[config.mk]
export PLATFORM = sky130hd
export DESIGN_NAME = timer_bank
export DESIGN_NICKNAME = d
export VERILOG_FILES = /design/src/rtl/timer_bank_pkg.sv /design/src/rtl/timer_prescaler.sv /design/src/rtl/timer_counter.sv /design/src/rtl/timer_channel.sv /design/src/rtl/timer_bank.sv
export SDC_FILE = /design/constraint.sdc
export NUM_CORES = 2
export LEC_CHECK = 0
export BUFFER_PORTS_ARGS = -buffer_cell sky130_fd_sc_hd__clkbuf_2
export CORE_AREA = 4 4 240 418
export DETAILED_ROUTE_END_ITERATION = 10
export DIE_AREA = 0 0 244 422
export GPL_ROUTABILITY_DRIVEN = 0
export RECOVER_POWER = 100
export SLEW_MARGIN = 20
export SYNTH_ARGS = -nofsm -noshare
export SYNTH_HDL_FRONTEND = slang
export SYNTH_SLANG_ARGS = --single-unit
export TNS_END_PERCENT = 30
[constraint.sdc]
create_clock -name clk -period 2.6 [get_ports clk]
set_clock_uncertainty 0.05 [all_clocks]
set_input_delay 0.13 -clock clk [delete_from_list [all_inputs] [get_ports clk]]
set_output_delay 0.13 -clock clk [all_outputs]
set_load 0.01 [all_outputs]
[src/rtl/timer_bank_pkg.sv]
package timer_bank_pkg;
  localparam int WIN_W  = 5;
  localparam int CTRL_W = 12;

  localparam logic [WIN_W-1:0] OFS_CTRL = 5'h00;
  localparam logic [WIN_W-1:0] OFS_PSC  = 5'h04;
  localparam logic [WIN_W-1:0] OFS_LOAD = 5'h08;
  localparam logic [WIN_W-1:0] OFS_STAT = 5'h0C;
  localparam logic [WIN_W-1:0] OFS_CMP  = 5'h10;

  localparam int B_EN   = 0;
  localparam int B_IE   = 1;
  localparam int B_OE   = 2;
  localparam int B_PWM  = 3;
  localparam int B_UP   = 4;
  localparam int B_MODE = 10;

  localparam logic [1:0]        MODE_PERIODIC = 2'd1;
  localparam logic [CTRL_W-1:0] CTRL_MASK     = 12'hF7F;

  typedef enum logic [2:0] {
    SEL_NONE, SEL_CTRL, SEL_PSC, SEL_LOAD, SEL_STAT, SEL_CMP
  } reg_sel_e;

  function automatic reg_sel_e decode_offset(input logic [WIN_W-1:0] ofs);
    case (ofs)
      OFS_CTRL: return SEL_CTRL;
      OFS_PSC:  return SEL_PSC;
      OFS_LOAD: return SEL_LOAD;
      OFS_STAT: return SEL_STAT;
      OFS_CMP:  return SEL_CMP;
      default:  return SEL_NONE;
    endcase
  endfunction
endpackage

[src/rtl/timer_prescaler.sv]
module timer_prescaler #(
  parameter int W = 16
) (
  input  logic         clk,
  input  logic         rst,
  input  logic         run,
  input  logic [W-1:0] limit,
  output logic         tick
);
  logic [W-1:0] phase_q;

  assign tick = run && (phase_q >= limit);

  always_ff @(posedge clk) begin
    if (rst || !run) phase_q <= '0;
    else if (phase_q >= limit) phase_q <= '0;
    else phase_q <= phase_q + 1'b1;
  end
endmodule

[src/rtl/timer_counter.sv]
module timer_counter #(
  parameter int W = 16
) (
  input  logic         clk,
  input  logic         rst,
  input  logic         tick,
  input  logic         count_up,
  input  logic         periodic,
  input  logic [W-1:0] reload,
  output logic [W-1:0] count,
  output logic         expire
);
  localparam logic [W-1:0] TOP = '1;

  logic at_reload, at_top, at_zero;

  assign at_reload = periodic && (count == reload);
  assign at_top    = (count == TOP);
  assign at_zero   = (count == '0);
  assign expire    = tick && (count_up ? (at_reload || at_top) : at_zero);

  always_ff @(posedge clk) begin
    if (rst) begin
      count <= '0;
    end else if (tick) begin
      if (count_up) begin
        if (at_reload || at_top) count <= '0;
        else count <= count + 1'b1;
      end else begin
        if (at_zero) count <= periodic ? reload : TOP;
        else count <= count - 1'b1;
      end
    end
  end
endmodule

[src/rtl/timer_channel.sv]
module timer_channel
  import timer_bank_pkg::*;
#(
  parameter int CNT_W  = 16,
  parameter int DATA_W = 32
) (
  input  logic              clk,
  input  logic              rst,
  input  logic              wr_en,
  input  logic [WIN_W-1:0]  ofs,
  input  logic [DATA_W-1:0] wdata,
  output logic [DATA_W-1:0] rd_val,
  output logic              irq,
  output logic              pwm
);
  reg_sel_e          sel;
  logic [CTRL_W-1:0] ctrl_q;
  logic [CNT_W-1:0]  psc_q, load_q, cmp_q, count;
  logic              stat_q, pwm_q, tick, expire, periodic;

  assign sel      = decode_offset(ofs);
  assign periodic = (ctrl_q[B_MODE +: 2] == MODE_PERIODIC);

  timer_prescaler #(.W(CNT_W)) u_psc (
    .clk(clk), .rst(rst), .run(ctrl_q[B_EN]), .limit(psc_q), .tick(tick)
  );

  timer_counter #(.W(CNT_W)) u_cnt (
    .clk(clk), .rst(rst), .tick(tick), .count_up(ctrl_q[B_UP]),
    .periodic(periodic), .reload(load_q), .count(count), .expire(expire)
  );

  always_ff @(posedge clk) begin
    if (rst) begin
      ctrl_q <= '0;
      psc_q  <= '0;
      load_q <= '0;
      cmp_q  <= '0;
      stat_q <= 1'b0;
      pwm_q  <= 1'b0;
    end else begin
      if (wr_en && sel == SEL_CTRL) ctrl_q <= wdata[CTRL_W-1:0] & CTRL_MASK;
      if (wr_en && sel == SEL_PSC)  psc_q  <= wdata[CNT_W-1:0];
      if (wr_en && sel == SEL_LOAD) load_q <= wdata[CNT_W-1:0];
      if (wr_en && sel == SEL_CMP)  cmp_q  <= wdata[CNT_W-1:0];
      if (expire) stat_q <= 1'b1;
      else if (wr_en && sel == SEL_STAT && wdata == '0) stat_q <= 1'b0;
      pwm_q <= ctrl_q[B_OE] && ctrl_q[B_PWM] && (count < cmp_q);
    end
  end

  assign irq = stat_q && ctrl_q[B_IE];
  assign pwm = pwm_q;

  always_comb begin
    case (sel)
      SEL_CTRL: rd_val = DATA_W'(ctrl_q);
      SEL_PSC:  rd_val = DATA_W'(psc_q);
      SEL_LOAD: rd_val = DATA_W'(count);
      SEL_STAT: rd_val = DATA_W'(stat_q);
      SEL_CMP:  rd_val = DATA_W'(cmp_q);
      default:  rd_val = '0;
    endcase
  end
endmodule

[src/rtl/timer_bank.sv]
module timer_bank
  import timer_bank_pkg::*;
#(
  parameter int NUM_CH = 5,
  parameter int CNT_W  = 16,
  parameter int ADDR_W = 8,
  parameter int DATA_W = 32
) (
  input  logic              clk,
  input  logic              rst,
  input  logic              wr_en,
  input  logic              rd_en,
  input  logic [ADDR_W-1:0] addr,
  input  logic [DATA_W-1:0] wdata,
  output logic [DATA_W-1:0] rdata,
  output logic [NUM_CH-1:0] irq,
  output logic [NUM_CH-1:0] pwm_out
);
  localparam int CH_W = ADDR_W - WIN_W;

  logic [CH_W-1:0]   ch_idx;
  logic [WIN_W-1:0]  ofs;
  logic [DATA_W-1:0] ch_rd [NUM_CH];
  logic [DATA_W-1:0] rd_mux;

  assign ch_idx = addr[ADDR_W-1:WIN_W];
  assign ofs    = addr[WIN_W-1:0];

  for (genvar g = 0; g < NUM_CH; g++) begin : g_ch
    timer_channel #(.CNT_W(CNT_W), .DATA_W(DATA_W)) u_ch (
      .clk(clk), .rst(rst),
      .wr_en(wr_en && (ch_idx == CH_W'(g))),
      .ofs(ofs), .wdata(wdata), .rd_val(ch_rd[g]),
      .irq(irq[g]), .pwm(pwm_out[g])
    );
  end

  always_comb begin
    rd_mux = '0;
    for (int i = 0; i < NUM_CH; i++)
      if (ch_idx == CH_W'(i)) rd_mux = ch_rd[i];
  end

  always_ff @(posedge clk) begin
    if (rst) rdata <= '0;
    else if (rd_en) rdata <= rd_mux;
    else rdata <= '0;
  end
endmodule

==> impl_metrics.csv <==
group,metric,value,unit
setup_path,critPathTopFamily,"simple AND/OR/NAND/NOR gates",
sta,timing.final.crit_period,2.52,ns
sta,maxSlewHeadroom,33.7,%
placement,dpl.hpwl,84.9,mm
hold_path,hold_end,"g_ch[4].u_ch.cmp_q[15]",
sta,max_freq,397,MHz
sta,setup_violations,0,
sta,post-route-period-util,96.8,%
hold_path,min_path_cells,4,
synthesis,ys_top_cells_by_count,"746 x nand2_1, 481 x dfxtp_1, 423 x a21oi_1",
setup_path,crit_chain,"or4_4 > nor4_4 > nand3b_2 > clkbuf_2 > o311ai_0 > o221ai_1",
pwr,leakage,0.0123,uW
final_layout,postLayoutCoreUtil,35.1,%
hold_path,hp-start,"wdata[15]",
job,drv_cap,0,
synthesis,ys_seq_area_share,33.3,%
pwr,vdd_drop_max,0.428,mV
global_route,grt_overflow,0,
pwr,p_total,16000,uW
synthesis,syn_area_per_cell,7.45,um2
sta,worst_pin_slew,0.995,ns
clock_tree,cts_buffer_depth,3,
pwr,power_density,472,mW/mm2
synthesis,ys_types,85,
final_layout,fin_nets,4263,
placement,port_buffers,69,
setup_path,crit_arrival,2.92,ns
global_route,grt_pass1_vias,29137,
sta,slew_violations,0,
die,die_area,0.103,mm2
sta,finalSetupTns,0,ns
die,io_pins,86,
clock_tree,cts_buffers,46,
final_layout,areaGrowthSynthToFinish,17.3,%
routing,drt_pass1_iterations,6,
placement,place_inst,5294,
die,die_h,422,um
routing,vias_per_cell,5.50,
setup_path,r2r_end,"g_ch[3].u_ch.u_cnt.count[10]",
setup_path,crit_path_max_fanout,11,
synthesis,synthCells,3880,
setup_path,crit_path_end_kind,"flop",
sta,layout_setup_ws,0.0829,ns
sta,finalHoldViolations,0,
final_layout,fillCellCount,10280,
sta,rsz0062_at_grt,"yes",
die,initial_core_util,29.9,%
clock_tree,clock-root-buffer,"clkbuf_16",
setup_path,crit_buf_inv,1,
synthesis,synth_top_cell_by_area,"dfxtp_1",
global_route,grt_usage,21.7,%
synthesis,synth_most_common_cell,"nand2_1",
synthesis,async_flop_share,0,%
routing,post_drt_wl_per_cell,21.6,um
setup_path,slowest_delay,0.56,ns
routing,ant_nets,0,
clock_tree,clk_pin_slew_worst_paths,0.08,ns
synthesis,ys_ff_latch,481,
routing,drt_wl_total,116,mm
die,core,0.0967,mm2
clock_tree,cts_setup_buffers,0,
die,die_x,244,um
global_route,antenna_found_initial,1,
setup_path,crit_path_top_delay_cell,"or4_4",
synthesis,synth_top_area_share,33.3,%
clock_tree,tritoncts,"built",
clock_tree,clk_latency,0.60,ns
final_layout,finalNonFillerCells,5378,
synthesis,synth.top_cells.by_area,"dfxtp_1 33%, nand2_1 9.7%, ha_1 7.6%",
synthesis,synth_edf_count,0,
final_layout,diodes,0,
setup_path,reg2reg_slack,0.08,ns
clock_tree,htreeDepth,2,
global_route,grt_pass1_wl,175,mm
hold_path,hp-class,"input pin to flop",
setup_path,required,3.00,ns
status,status,"completed",
setup_path,crit_path_start_kind,"flop",
final_layout,layout-drive-gt1-share,12.1,%
setup_path,reg2reg_depth,6,
routing,drc,0,
routing,vias,29565,
setup_path,critPathKind,"flop to flop",
global_route,grt_max_degree,67,
die,rows,151,
setup_path,reg2reg_from,"g_ch[3].u_ch.u_cnt.count[5]",
synthesis,ys_warn_count,0,
placement,post-place-ws,-0.110,ns
synthesis,synth-main-ff-cell,"dfxtp_1",
routing,drt_iter0_drc,2494,
synthesis,mappedNetlistArea,0.0289,mm2
clock_tree,numClockSinks,481,
-- logic make-up after synthesis --
group | after synthesis | synth area share [%]
AOI/OAI and AO/OA | 954 | 20.9
xor gates and xnor gates | 192 | 5.81
adders and majority gates | 175 | 7.57
buffers and inverters | 554 | 7.96
DFF | 481 | 33.3
muxes | 29 | 1.00
other | 1 | 0.0130
and+or+nand+nor | 1494 | 23.5
-- metrics by stage --
| stage | hold WS [ns] | instance area [um2] |
|---|---|---|
| finish | 0.0286 | 33900 |
| global route | 0.0398 | 33900 |
| CTS | 0.00186 | 34100 |
| detailed placement | 0.397 | 32400 |
| global placement | 0.391 | 32400 |
| floorplan | 0.356 | 29000 |
-- how the worst max path moves through the flow --
stage	startpoint	endpoint	cells past startpoint
6_report	g_ch[3].u_ch.u_cnt.count[5]	g_ch[3].u_ch.u_cnt.count[10]	6
5_1_grt	g_ch[4].u_ch.u_cnt.count[0]	g_ch[4].u_ch.u_cnt.count[11]	8
4_1_cts	g_ch[3].u_ch.u_cnt.count[5]	g_ch[3].u_ch.u_cnt.count[10]	6
3_5_place_dp	g_ch[2].u_ch.u_cnt.count[0]	g_ch[2].u_ch.u_cnt.count[4]	8
3_3_place_gp	g_ch[3].u_ch.psc_q[5]	g_ch[3].u_ch.u_cnt.count[6]	8
2_1_floorplan	g_ch[1].u_ch.u_psc.phase_q[0]	g_ch[1].u_ch.u_psc.phase_q[10]	11
-- where the power goes --
part           total [uW]  internal (uW)  switching (uW)
clock                7730           4480            3250
sequential           7390           7370            13.5
combinational         922            239             683
-- state kept, by name, indices dropped and copies added (netlist names) --
name                     cells
g_ch.u_ch.cmp_q             80
g_ch.u_ch.ctrl_q            55
g_ch.u_ch.load_q            80
g_ch.u_ch.psc_q             80
g_ch.u_ch.pwm                5
g_ch.u_ch.stat_q             5
g_ch.u_ch.u_cnt.count       80
g_ch.u_ch.u_psc.phase_q     80
rdata                       16
-- repair_timing --
item,CTS,global route
resized for setup,2,22
endpoints found under the hold margin,28,0
hold buffers,2,0
pin swaps,0,1
endpoints found under the setup margin,5,43
-- layout by cell type (no fill, tap or decap), drive strengths merged, types with 87 or more instances in the layout --
cell,n
o21ai,124
nor3,87
nand2,746
a21oi,423
buf,303
ha,175
dfxtp,481
nand3,135
inv,241
clkbuf,167
nor2,243
xor2,115
-- worst register-to-register path, cell delays in order (launching register included) --
cell	delay, ns
dfxtp_1	0.33
or4_4	0.56
nor4_4	0.35
nand3b_2	0.27
clkbuf_2	0.22
o311ai_0	0.42
o221ai_1	0.19
-- layout make-up --
type                       count  area (um2)  share of cell area, %
inverter                     240         901                   2.65
sequential                   481        9640                   28.4
multi-input combinational   2860       17100                   50.4
clock inverter                25         380                   1.12
clock buffer                  57        1310                   3.85
tap                         1300        1630                   4.79
timing repair buffer         415        2980                   8.78
-- routing by layer --
metal  global-route usage [%]  share of wire, %
met1                     22.6                35
met2                     38.1                48
met3                     3.38               6.4
met4                     18.2                10
met5                        0             0.011
No activity file was read; power rests on OpenSTA's default activity.
